==> src/rtl/cascade_fifo.sv <==
module cascade_fifo #(
  parameter int SEGS      = 3,
  parameter int SEG_DEPTH = 4,
  parameter int WIDTH     = 9,
  parameter int FIRST_SEG = 0
) (
  input  logic             clk,
  input  logic             rst_n,
  input  logic             wr_en,
  input  logic [WIDTH-1:0] wr_data,
  input  logic             rd_en,
  output logic [WIDTH-1:0] rd_data,
  output logic             empty_n,
  output logic             full_n
);
  localparam int AW = (SEG_DEPTH > 1) ? $clog2(SEG_DEPTH) : 1;
  localparam logic [AW-1:0]   LAST_LOC     = AW'(SEG_DEPTH - 1);
  localparam logic [AW:0]     SEG_WORDS    = (AW+1)'(SEG_DEPTH);
  localparam logic [SEGS-1:0] FIRST_LOAD_N = ~(SEGS'(1) << FIRST_SEG);

  logic [SEGS-1:0] wtok, rtok, seg_empty_n, seg_full_n;
  logic [SEGS-1:0] xo_w, xo_r, xi_w, xi_r;
  logic [WIDTH-1:0] head [SEGS];
  logic wr_go, rd_go;

  assign empty_n = &seg_empty_n;
  assign full_n  = &seg_full_n;
  assign wr_go   = wr_en & full_n;
  assign rd_go   = rd_en & empty_n;

  for (genvar i = 0; i < SEGS; i++) begin : g_seg
    localparam int PREV = (i == 0) ? SEGS - 1 : i - 1;
    logic [WIDTH-1:0] mem [SEG_DEPTH];
    logic [AW-1:0] wp, rp;
    logic [AW:0]   cnt;
    logic          wt_q, rt_q, we, re;

    assign xi_w[i] = xo_w[PREV];
    assign xi_r[i] = xo_r[PREV];
    assign wtok[i] = wt_q;
    assign rtok[i] = rt_q;

    assign we      = wr_go & wt_q;
    assign re      = rd_go & rt_q;
    assign xo_w[i] = we & (wp == LAST_LOC);
    assign xo_r[i] = re & (rp == LAST_LOC);

    assign seg_empty_n[i] = !(rt_q && cnt == '0);
    assign seg_full_n[i]  = !(wt_q && cnt == SEG_WORDS);
    assign head[i]        = (rt_q && cnt != '0) ? mem[rp] : '0;

    always_ff @(posedge clk) begin
      if (we) mem[wp] <= wr_data;
    end

    always_ff @(posedge clk or negedge rst_n) begin
      if (!rst_n) begin
        wp   <= '0;
        rp   <= '0;
        cnt  <= '0;
        wt_q <= !FIRST_LOAD_N[i];
        rt_q <= !FIRST_LOAD_N[i];
      end else begin
        if (we) wp <= (wp == LAST_LOC) ? '0 : wp + 1'b1;
        if (re) rp <= (rp == LAST_LOC) ? '0 : rp + 1'b1;
        cnt  <= cnt + (AW+1)'(we) - (AW+1)'(re);
        wt_q <= (wt_q & ~xo_w[i]) | xi_w[i];
        rt_q <= (rt_q & ~xo_r[i]) | xi_r[i];
      end
    end
  end

  always_comb begin
    rd_data = '0;
    for (int i = 0; i < SEGS; i++) rd_data = rd_data | head[i];
  end
endmodule

==> config.mk <==
export PLATFORM = sky130hd
export DESIGN_NAME = cascade_fifo
export DESIGN_NICKNAME = d
export VERILOG_FILES = /design/src/rtl/cascade_fifo.sv
export SDC_FILE = /design/constraint.sdc
export NUM_CORES = 1
export LEC_CHECK = 0
export ABC_CLOCK_PERIOD_IN_PS = 2410
export BUFFER_PORTS_ARGS = -buffer_cell sky130_fd_sc_hd__buf_2
export CORE_ASPECT_RATIO = 1.5
export CORE_MARGIN = 5
export CORE_UTILIZATION = 57
export CTS_BUF_LIST = sky130_fd_sc_hd__clkbuf_4
export CTS_CLUSTER_DIAMETER = 100
export DETAILED_ROUTE_END_ITERATION = 7
export PLACE_DENSITY = 0.84
export SLEW_MARGIN = 20
export SYNTH_ARGS = -nofsm -noshare
export SYNTH_HDL_FRONTEND = slang
export SYNTH_SLANG_ARGS = --single-unit
==> constraint.sdc <==
create_clock -name clk -period 2.41 [get_ports clk]
set_input_delay 0.241 -clock clk [delete_from_list [all_inputs] [get_ports clk]]
set_output_delay 0.241 -clock clk [all_outputs]
set_load 0.02 [all_outputs]
Word level (Yosys, flattened, before mapping)

Memory sizes are Yosys's and may differ from the RTL's.
Cells that the tools add are included.

Register bits after elaboration: 27
RAM bits: 108
Bits of input ports: 13
Logic and storage cells: 111
Memories kept: 3

Memory list:

| name         | words | bits a word | read ports | clocked after memory_dff | wr ports | RTL line | source |
|---|---|---|---|---|---|---|---|
| g_seg[0].mem | 4     | 9           | 1          | 0                        | 1        | 33       | `logic [WIDTH-1:0] mem [SEG_DEPTH];` |
| g_seg[1].mem | 4     | 9           | 1          | 0                        | 1        | 33       |  |
| g_seg[2].mem | 4     | 9           | 1          | 0                        | 1        | 33       |  |

$add $sub $neg: 12
Equal/unequal tests: 9
Mux-type cells: 15
Bitwise gates (word level): 34
Reduce and logical (&&, ||, !) cells: 23

Operator list:

| kind                  | number |
|---|---|
| $mux W9               | 3 |
| $and A1 B1 Y1         | 20 |
| $or A9 B9 Y9          | 2 |
| $add A2 B1 Y2 const B | 6 |
| $eq A2 B2 Y1 const B  | 6 |
| $mux W2               | 6 |
| $add A3 B1 Y3         | 3 |
| $eq A3 B3 Y1 const B  | 3 |
| $logic_and A1 B1 Y1   | 9 |
| $logic_not A3 Y1      | 3 |
| $reduce_bool A3 Y1    | 3 |
| $sub A3 B1 Y3         | 3 |
| $logic_not A1 Y1      | 6 |
| $mux W1               | 6 |
| $not A1 Y1            | 6 |
| $or A1 B1 Y1          | 6 |
| $reduce_and A3 Y1     | 2 |

Depth between registers and ports, before layout

Gate-level depths: netlist of the first run.

Depth after elaboration: 10
Depth in mapped cells: 10
Gate-level depth less buffers: 9

Worst setup path before layout of the first run

OpenSTA, ideal clock, no wires.

Path type: reg-to-reg
Start point: register g_seg[0].rt_q
End point: register g_seg[1].cnt[2]
Data arrival time: 2.327 ns
Required time: 2.287 ns
Slack: -0.040 ns
Stages on the path, launching flop included: 11
Buffers on the path: 1
Clock period less this slack: 2.450 ns
Cells stage by stage: dfstp_2 -> or4b_4 -> and3b_1 -> buf_6 -> nand3_2 -> xnor2_1 -> ha_1 -> inv_1 -> fa_1 -> xnor2_1 -> xnor2_1

Word-level cells in the longest chain between the ends: 6

Ends and longest elaborated chain:

| what                     | RTL line | source |
|---|---|---|
| start: declaration       | 36       | `logic wt_q, rt_q, we, re;` |
| start signal: assignment | 62       | `rt_q <= !FIRST_LOAD_N[i];` |
| start signal: assignment | 68       | `rt_q <= (rt_q & ~xo_r[i]) \| xi_r[i];` |
| $logic_and A1 B1 Y1      | 48       | `assign seg_empty_n[i] = !(rt_q && cnt == '0);` |
| $logic_not A1 Y1         | 48       |  |
| $reduce_and A3 Y1        | 26       | `assign empty_n = &seg_empty_n;` |
| $and A1 B1 Y1            | 29       | `assign rd_go = rd_en & empty_n;` |
| $and A1 B1 Y1            | 44       | `assign re = rd_go & rt_q;` |
| $sub A3 B1 Y3            | 66       | `cnt <= cnt + (AW+1)'(we) - (AW+1)'(re);` |
| end signal: assignment   | 66       |  |
| end: declaration         | 35       | `logic [AW:0] cnt;` |

No other way between the ends.
A chain may end at the register's enable or synchronous reset.

Final worst setup path of the first run

Same ends and word-level chain as after synthesis.

==> insert_results.sql, run 1 <==
INSERT INTO impl_metrics (metric_group, metric, value, unit) VALUES
('routing', 'detailedRoute.firstPassIterationCount', '5', ''),
('setup_path', 'timing.critical_path.slowest_cell_delay', '540', 'ps'),
('sta', 'finalCriticalPeriod', '2430', 'ps'),
('routing', 'routedWlPerCell', '21.5', 'um'),
('worst_hold_path', 'min_delay_path_depth', '1', ''),
('cells_and_area', 'n_fill_cell', '591', ''),
('yosys', 'ys_seq_elements', '135', ''),
('yosys', 'syn_avg_cell_area', '17.7', 'sq um'),
('place', 'gp_routability_congestion', '0.778', ''),
('clock_network', 'clockBufferDepth', '2', ''),
('global_routing', 'grt_pass1_wl', '18100', 'um'),
('setup_path', 'r2r-end', 'g_seg[1].cnt[2]$_DFF_PN0_', ''),
('cells_and_area', 'instances_no_fill', '520', ''),
('power', 'worst_case_vdd_ir_drop', '0.651', 'mV'),
('yosys', 'netlist_instances', '319', ''),
('cells_and_area', 'nets', '426', ''),
('routing', 'drcViolationCount', '0', ''),
('cells_and_area', 'seq_area', '0.00393', 'sq mm'),
('clock_network', 'cts-buffers-inserted', '17', ''),
('die', 'floorplan_die_width', '91.3', 'um'),
('outcome', 'failed_checks', 'negative setup slack', ''),
('cells_and_area', 'multi_input_area', '0.00173', 'sq mm'),
('sta', 'finalWorstSetupSlack', '-16.2', 'ps'),
('global_routing', 'global_route.overflow_total', '0', ''),
('clock_network', 'clock_tree_from_tritoncts', 'yes', ''),
('outcome', 'status', 'finished with violations', ''),
('global_routing', 'gr-usage-met3', '5.77', '%'),
('setup_path', 'worst_path_most_repeated_cell', 'sky130_fd_sc_hd__xnor2_1', ''),
('place', 'place.detailed.instances', '467', ''),
('global_routing', 'gr-usage-met1', '23.0', '%'),
('yosys', 'synth_flop_cell', 'sky130_fd_sc_hd__edfxtp_1', ''),
('worst_hold_path', 'min_path_type', 'in2reg', ''),
('sta', 'layout_worst_path_cycle_share', '101', '%'),
('sta', 'timing.hold.ws', '43.9', 'ps'),
('power', 'power.density', '951', 'mW/mm^2'),
('clock_network', 'cts_sinks', '135', ''),
('sta', 'final_setup_vio_count', '1', ''),
('sta', 'setup_repair_after_global_routing_missed_its_margin', 'yes', ''),
('yosys', 'yosys_warns', '0', ''),
('sta', 'finalHoldViolations', '0', ''),
('cells_and_area', 'final_design_area_no_fill', '0.00666', 'sq mm'),
('place', 'pre_cts_ws', '-82.0', 'ps'),
('clock_network', 'htreeDepth', '4', ''),
('die', 'row_count', '44', ''),
('cells_and_area', 'layout_area_overhead', '17.7', '%'),
('routing', 'dr.first_iter.drc_count', '275', ''),
('place', 'dpl_cell_area', '0.00604', 'sq mm'),
('cells_and_area', 'antennaDiodeCount', '0', ''),
('cells_and_area', 'final_util', '68.7', '%'),
('setup_path', 'setup_slack_reg_to_reg', '-20', 'ps'),
('routing', 'dr_vias', '3116', ''),
('global_routing', 'grt.met2_usage', '35.9', '%'),
('setup_path', 'worstPathArrival', '2890', 'ps'),
('setup_path', 'reg2regPathDepth', '9', ''),
('yosys', 'ys_async_sr_fraction', '20.0', '%'),
('sta', 'slew_viol_final', '0', ''),
('sta', 'achievable_frequency', '0.412', 'GHz'),
('power', 'power.total', '6.33', 'mW'),
('place', 'post-dp-hpwl', '7340', 'um'),
('die', 'initial_core_util', '58.4', '%'),
('place', 'io_buf_count', '23', ''),
('sta', 'tightestPinTransition', '619', 'ps'),
('worst_hold_path', 'whs_endpoint', 'g_seg[2].mem[2][0]$_DFFE_PP_', ''),
('clock_network', 'clkSlewWorstSetupHoldPaths', '120', 'ps'),
('yosys', 'synth.net_count', '353', ''),
('setup_path', 'worst-setup-path-type', 'reg2reg', ''),
('cells_and_area', 'layout.cells.most_common', 'sky130_fd_sc_hd__edfxtp_1', ''),
('sta', 'skew', '14.8', 'ps'),
('routing', 'totalWireLength', '11200', 'um'),
('yosys', 'yosysUniqueCellTypes', '40', ''),
('yosys', 'mappedNetlistArea', '0.00566', 'sq mm');
-- routing by layer --
| metal | routed length (um) | vias up |
|---|---|---|
| met5 | 0 | - |
| met2 | 6340 | 85 |
| met4 | 238 | 0 |
| met3 | 547 | 20 |
| met1 | 4060 | 1613 |
| li1 | - | 1398 |
-- critical path: cells and delay by family (launching register included) --
family	cells	cell delay [ps]
xor+xnor	3	460
fa+ha+maj	2	520
buf+inv	1	40
flops	1	540
simple gates	3	790
-- synth_stat cells (3+ instances only) --
cell / number / area, sq um
sky130_fd_sc_hd__clkbuf_1: 7 / 26.3
sky130_fd_sc_hd__mux2_2: 6 / 67.6
sky130_fd_sc_hd__nor2_1: 8 / 30.0
sky130_fd_sc_hd__and3_1: 13 / 81.3
sky130_fd_sc_hd__xnor2_1: 8 / 70.1
sky130_fd_sc_hd__edfxtp_1: 108 / 3240
sky130_fd_sc_hd__o21bai_1: 3 / 22.5
sky130_fd_sc_hd__nand3_1: 7 / 35.0
sky130_fd_sc_hd__and2_1: 4 / 25.0
sky130_fd_sc_hd__dfrtp_1: 25 / 626
sky130_fd_sc_hd__o21ai_0: 5 / 25.0
sky130_fd_sc_hd__and4bb_2: 3 / 37.5
sky130_fd_sc_hd__ha_1: 18 / 225
sky130_fd_sc_hd__fa_1: 3 / 60.1
sky130_fd_sc_hd__a32oi_1: 9 / 78.8
sky130_fd_sc_hd__buf_2: 4 / 20.0
sky130_fd_sc_hd__mux4_2: 27 / 608
sky130_fd_sc_hd__nand2_1: 22 / 82.6
sky130_fd_sc_hd__inv_1: 15 / 56.3
-- power by group --
| part | switching (mW) | total (mW) | internal [mW] |
|---|---|---|---|
| Clock | 0.838 | 1.58 | 0.738 |
| Sequential | 0.196 | 3.20 | 3.01 |
| Combinational | 0.823 | 1.55 | 0.725 |
| Total | 1.86 | 6.33 | 4.47 |
-- how the worst max path moves through the flow --
stage	startpoint	endpoint	cells after the start	slack [ps]
after floorplan	g_seg[0].rt_q$_DFF_PN1_	g_seg[1].cnt[2]$_DFF_PN0_	10	-10
after global placement	g_seg[0].cnt[1]$_DFF_PN0_	g_seg[0].cnt[2]$_DFF_PN0_	10	40
after detailed placement	g_seg[0].cnt[1]$_DFF_PN0_	g_seg[0].cnt[2]$_DFF_PN0_	10	-80
after CTS	g_seg[0].rt_q$_DFF_PN1_	g_seg[1].cnt[2]$_DFF_PN0_	9	-40
after global routing	g_seg[0].cnt[1]$_DFF_PN0_	g_seg[0].cnt[2]$_DFF_PN0_	10	-130
final	g_seg[0].rt_q$_DFF_PN1_	g_seg[1].cnt[2]$_DFF_PN0_	9	-20
-- repair_timing --
action	CTS	global route
gates cloned	0	0
hold endpoints to repair	25	0
buffers inserted	12	8
hold buffers	1	0
endpoints found under the setup margin	12	13
gates resized for setup	20	18
pin swaps	10	7
-- layout make-up --
type	count	share of cell area [%]
clock inverters	14	2.61
flip-flops and latches	135	59.1
repair buffers	67	7.24
multi-input cells	156	26.0
clock buffers	18	2.03
inverters	15	0.846
well taps	115	2.16
-- state kept, by name, summed over array words and instances (netlist names) --
name,count
g_seg.rp,6
g_seg.rt_q,3
g_seg.wp,6
g_seg.cnt,9
g_seg.wt_q,3
g_seg.mem,108
-- logic make-up (layout without fill, tap and decap cells) --
family                   count (synthesis)  in the layout  synth area share [%]
flip-flops                             135            135                  69.3
XOR/XNOR                                 9              9                  1.39
adder cells (fa/ha/maj)                 21             21                  5.04
AO/OA/AOI/OAI                           25             25                  3.38
AND/OR/NAND/NOR                         68             68                  6.79
buffers and inverters                   28            114                  2.10
multiplexers                            33             33                  11.9
Note: power is estimated with default switching activity, not from simulation.
==> inputs of run 2 (changes only) <==
ABC_CLOCK_PERIOD_IN_PS = 2510   (was 2410)
CORE_UTILIZATION = 63   (was 57)
PLACE_DENSITY = 0.87   (was 0.84)
clock period = 2.51 ns   (was 2.41 ns; I/O delays follow)
==> insert_results.sql, run 2 (synthesis results as in run 1) <==
INSERT INTO impl_metrics (metric_group, metric, value, unit) VALUES
('sta', 'slew_viol_final', '0', ''),
('power', 'power.density', '909', 'mW/mm^2'),
('global_routing', 'maximum_number_of_pins_on_one_net_before_global_route_repair', '28', ''),
('routing', 'avgViaCountPerCell', '6.15', ''),
('job', 'max_cap_viol_count', '0', ''),
('cells_and_area', 'final_util', '72.3', '%'),
('power', 'internal_portion_of_total_power', '4.11', 'mW'),
('outcome', 'status', 'complete, no violations', ''),
('sta', 'maxSlewHeadroom', '59.0', '%'),
('routing', 'dr.first_iter.drc_count', '309', ''),
('cells_and_area', 'layout.cells.most_common', 'sky130_fd_sc_hd__edfxtp_1', ''),
('sta', 'layout_worst_path_cycle_share', '98.3', '%'),
('sta', 'setup_tns', '0', 'ps'),
('cells_and_area', 'largest_register_ffs', '108', ''),
('routing', 'detailedRoute.firstPassIterationCount', '5', ''),
('clock_network', 'clkSlewWorstSetupHoldPaths', '110', 'ps'),
('global_routing', 'grt_pass1_wl', '17400', 'um'),
('clock_network', 'htreeDepth', '4', ''),
('power', 'comb_power_share', '23.3', '%'),
('routing', 'drt.antenna.violating_nets', '0', ''),
('sta', 'setup_repair_after_global_routing_missed_its_margin', 'yes', ''),
('clock_network', 'clkLatencyLatePin', '520', 'ps'),
('cells_and_area', 'layout-drive-gt1-share', '35.3', '%'),
('global_routing', 'overall_track_demand_over_capacity_in_global_routing', '22.1', '%'),
('cells_and_area', 'final_design_area_no_fill', '0.00638', 'sq mm'),
('power', 'power.sequential.fraction', '53.6', '%'),
('power', 'static-leakage-power', '2.39', 'nW'),
('power', 'power.total', '5.80', 'mW'),
('die', 'floorplan_die_width', '87.4', 'um'),
('routing', 'routedWlPerCell', '22.6', 'um'),
('global_routing', 'grt_pass1_vias', '3171', ''),
('die', 'die_y', '126', 'um'),
('power', 'clock_power_share', '23.2', '%'),
('setup_path', 'worst_path_most_repeated_cell', 'sky130_fd_sc_hd__xnor2_1', ''),
('setup_path', 'worst-setup-path-type', 'reg2reg', ''),
('worst_hold_path', 'min_path_type', 'in2reg', ''),
('setup_path', 'worst_setup_path_end_kind', 'register', ''),
('setup_path', 'critical_path_cell_by_cell', 'buf_4, or4b_4, and3b_2, nand3_2, xnor2_1, ha_1, inv_1, fa_2, xnor2_2, xnor2_1', ''),
('sta', 'tightestPinTransition', '616', 'ps'),
('routing', 'totalWireLength', '11300', 'um'),
('place', 'dpl_cell_area', '0.00598', 'sq mm'),
('sta', 'final_setup_vio_count', '0', ''),
('power', 'netSwitchingFraction', '29.1', '%'),
('setup_path', 'start_kind', 'register', ''),
('clock_network', 'cts_sinks', '135', ''),
('setup_path', 'crit_slowest_cell', 'sky130_fd_sc_hd__or4b_4', ''),
('setup_path', 'cp.required', '2950', 'ps'),
('die', 'row_count', '42', ''),
('die', 'ios', '24', ''),
('clock_network', 'clock_tree_from_tritoncts', 'yes', ''),
('setup_path', 'crit_path_max_fanout', '3', ''),
('setup_path', 'timing.critical_path.slowest_cell_delay', '510', 'ps'),
('setup_path', 'critPathBufInv', '2', ''),
('setup_path', 'critical-path-top-delay-family', 'simple AND/OR/NAND/NOR gates', ''),
('cells_and_area', 'commonest_cells_after_routing_fill_and_taps_aside', 'sky130_fd_sc_hd__edfxtp_1, sky130_fd_sc_hd__mux4_2, sky130_fd_sc_hd__buf_4, sky130_fd_sc_hd__buf_2, sky130_fd_sc_hd__nand2_1', ''),
('sta', 'finalHoldViolations', '0', ''),
('global_routing', 'number_of_antenna_violations_at_the_first_check_in_global_routing', '1', ''),
('clock_network', 'cts-buffers-inserted', '17', ''),
('die', 'core_ar', '0.00883', 'sq mm'),
('sta', 'achievable_frequency', '0.405', 'GHz'),
('sta', 'finalCriticalPeriod', '2470', 'ps'),
('place', 'io_buf_count', '23', ''),
('cells_and_area', 'top_register', 'g_seg.mem', ''),
('power', 'power_dissipated_by_switching_net_loads', '1.69', 'mW'),
('place', 'post-dp-hpwl', '7490', 'um'),
('global_routing', 'global_route.overflow_total', '0', ''),
('clock_network', 'cts_root_buffer', 'sky130_fd_sc_hd__clkbuf_4', ''),
('setup_path', 'worstPathArrival', '2900', 'ps'),
('place', 'gp_routability_congestion', '0.849', ''),
('routing', 'dr_vias', '3071', ''),
('die', 'initial_core_util', '64.1', '%'),
('cells_and_area', 'nets', '409', ''),
('die', 'design.die.area', '0.0110', 'sq mm'),
('cells_and_area', 'layout_area_overhead', '12.8', '%'),
('clock_network', 'clockBufferDepth', '2', ''),
('sta', 'skew', '13.3', 'ps'),
('cells_and_area', 'reg_top3', 'g_seg.mem: 108 flops, g_seg.cnt: 9 flops', ''),
('routing', 'drcViolationCount', '0', ''),
('power', 'worst_case_vdd_ir_drop', '0.653', 'mV');
-- run 2: changes by cell type in the layout (fill, tap and decap cells not counted), sizes merged --
cell,delta
diode,+1
clkinv,+4
inv,-2
bufinv,-1
buf,-16
clkinvlp,-2
-- run 2: worst reg2reg max path, stage by stage, from the launching register on --
cell,delay (ps)
sky130_fd_sc_hd__dfrtp_1,410
sky130_fd_sc_hd__buf_4,140
sky130_fd_sc_hd__or4b_4,510
sky130_fd_sc_hd__and3b_2,230
sky130_fd_sc_hd__nand3_2,90
sky130_fd_sc_hd__xnor2_1,130
sky130_fd_sc_hd__ha_1,160
sky130_fd_sc_hd__inv_1,50
sky130_fd_sc_hd__fa_2,350
sky130_fd_sc_hd__xnor2_2,150
sky130_fd_sc_hd__xnor2_1,170
-- run 2: what timing repair did --
action | 4_1_cts | 5_1_grt
resized for setup | 6 | 9
endpoints found under the hold margin | 25 | 0
pin swaps | 4 | 5
setup buffers | 2 | 6
setup endpoints to repair | 10 | 4
hold buffers | 1 | 0
-- run 2: per-layer routing --
layer / track usage, % / vias up / share of wire, %
met5: 0 / - / 0
met4: 7.05 / 0 / 1.2
met3: 5.03 / 17 / 6.0
met2: 39.5 / 138 / 57
met1: 25.9 / 1554 / 36
li1: - / 1362 / -
-- run 2: path summary, 6_finish.rpt --
| check | cells after the start | from | to | slack (ps) |
|---|---|---|---|---|
| max | 10 | g_seg[0].cnt[0]$_DFF_PN0_ | g_seg[1].cnt[2]$_DFF_PN0_ | 40 |
| min | 1 | wr_data[1] | g_seg[0].mem[0][1]$_DFFE_PP_ | 80 |
| max reg2reg | 10 | g_seg[0].cnt[0]$_DFF_PN0_ | g_seg[1].cnt[2]$_DFF_PN0_ | 40 |
| min reg2reg | 1 | g_seg[0].rt_q$_DFF_PN1_ | g_seg[0].rt_q$_DFF_PN1_ | 530 |
| max in group asynchronous | 2 | rst_n | g_seg[2].rp[0]$_DFFE_PN0P_ | 1790 |
| min in group asynchronous | 2 | rst_n | g_seg[2].cnt[1]$_DFF_PN0_ | 260 |
-- run 2: area by class of cell --
class,instances,area (sq um)
inverters,15,56.3
multi-input cells,156,1660
well taps,110,138
diodes,1,2.50
flip-flops and latches,135,3930
repair buffers,50,320
fillers,518,2450
clock inverters,13,131
clock buffers,19,143
-- run 2: stage by stage --
stage | cells | setup WS (ps) | hold slack, ps
6_report | 499 | 43.0 | 79.3
5_1_grt | 499 | -73.1 | 26.7
4_1_cts | 492 | 5.33 | 23.7
3_5_place_dp | 457 | 27.9 | 297
3_3_place_gp | 457 | 106 | 293
2_1_floorplan | 319 | 60.2 | -44.6
-- run 2: power groups by stage --
stage	Combinational, mW	Sequential, mW	Clock [mW]
detailed placement	1.19	3.15	0
global route	1.50	3.14	1.50
global placement	1.13	3.11	0
CTS	1.21	3.10	1.37
floorplan	0.758	3.10	0
finish	1.35	3.11	1.34
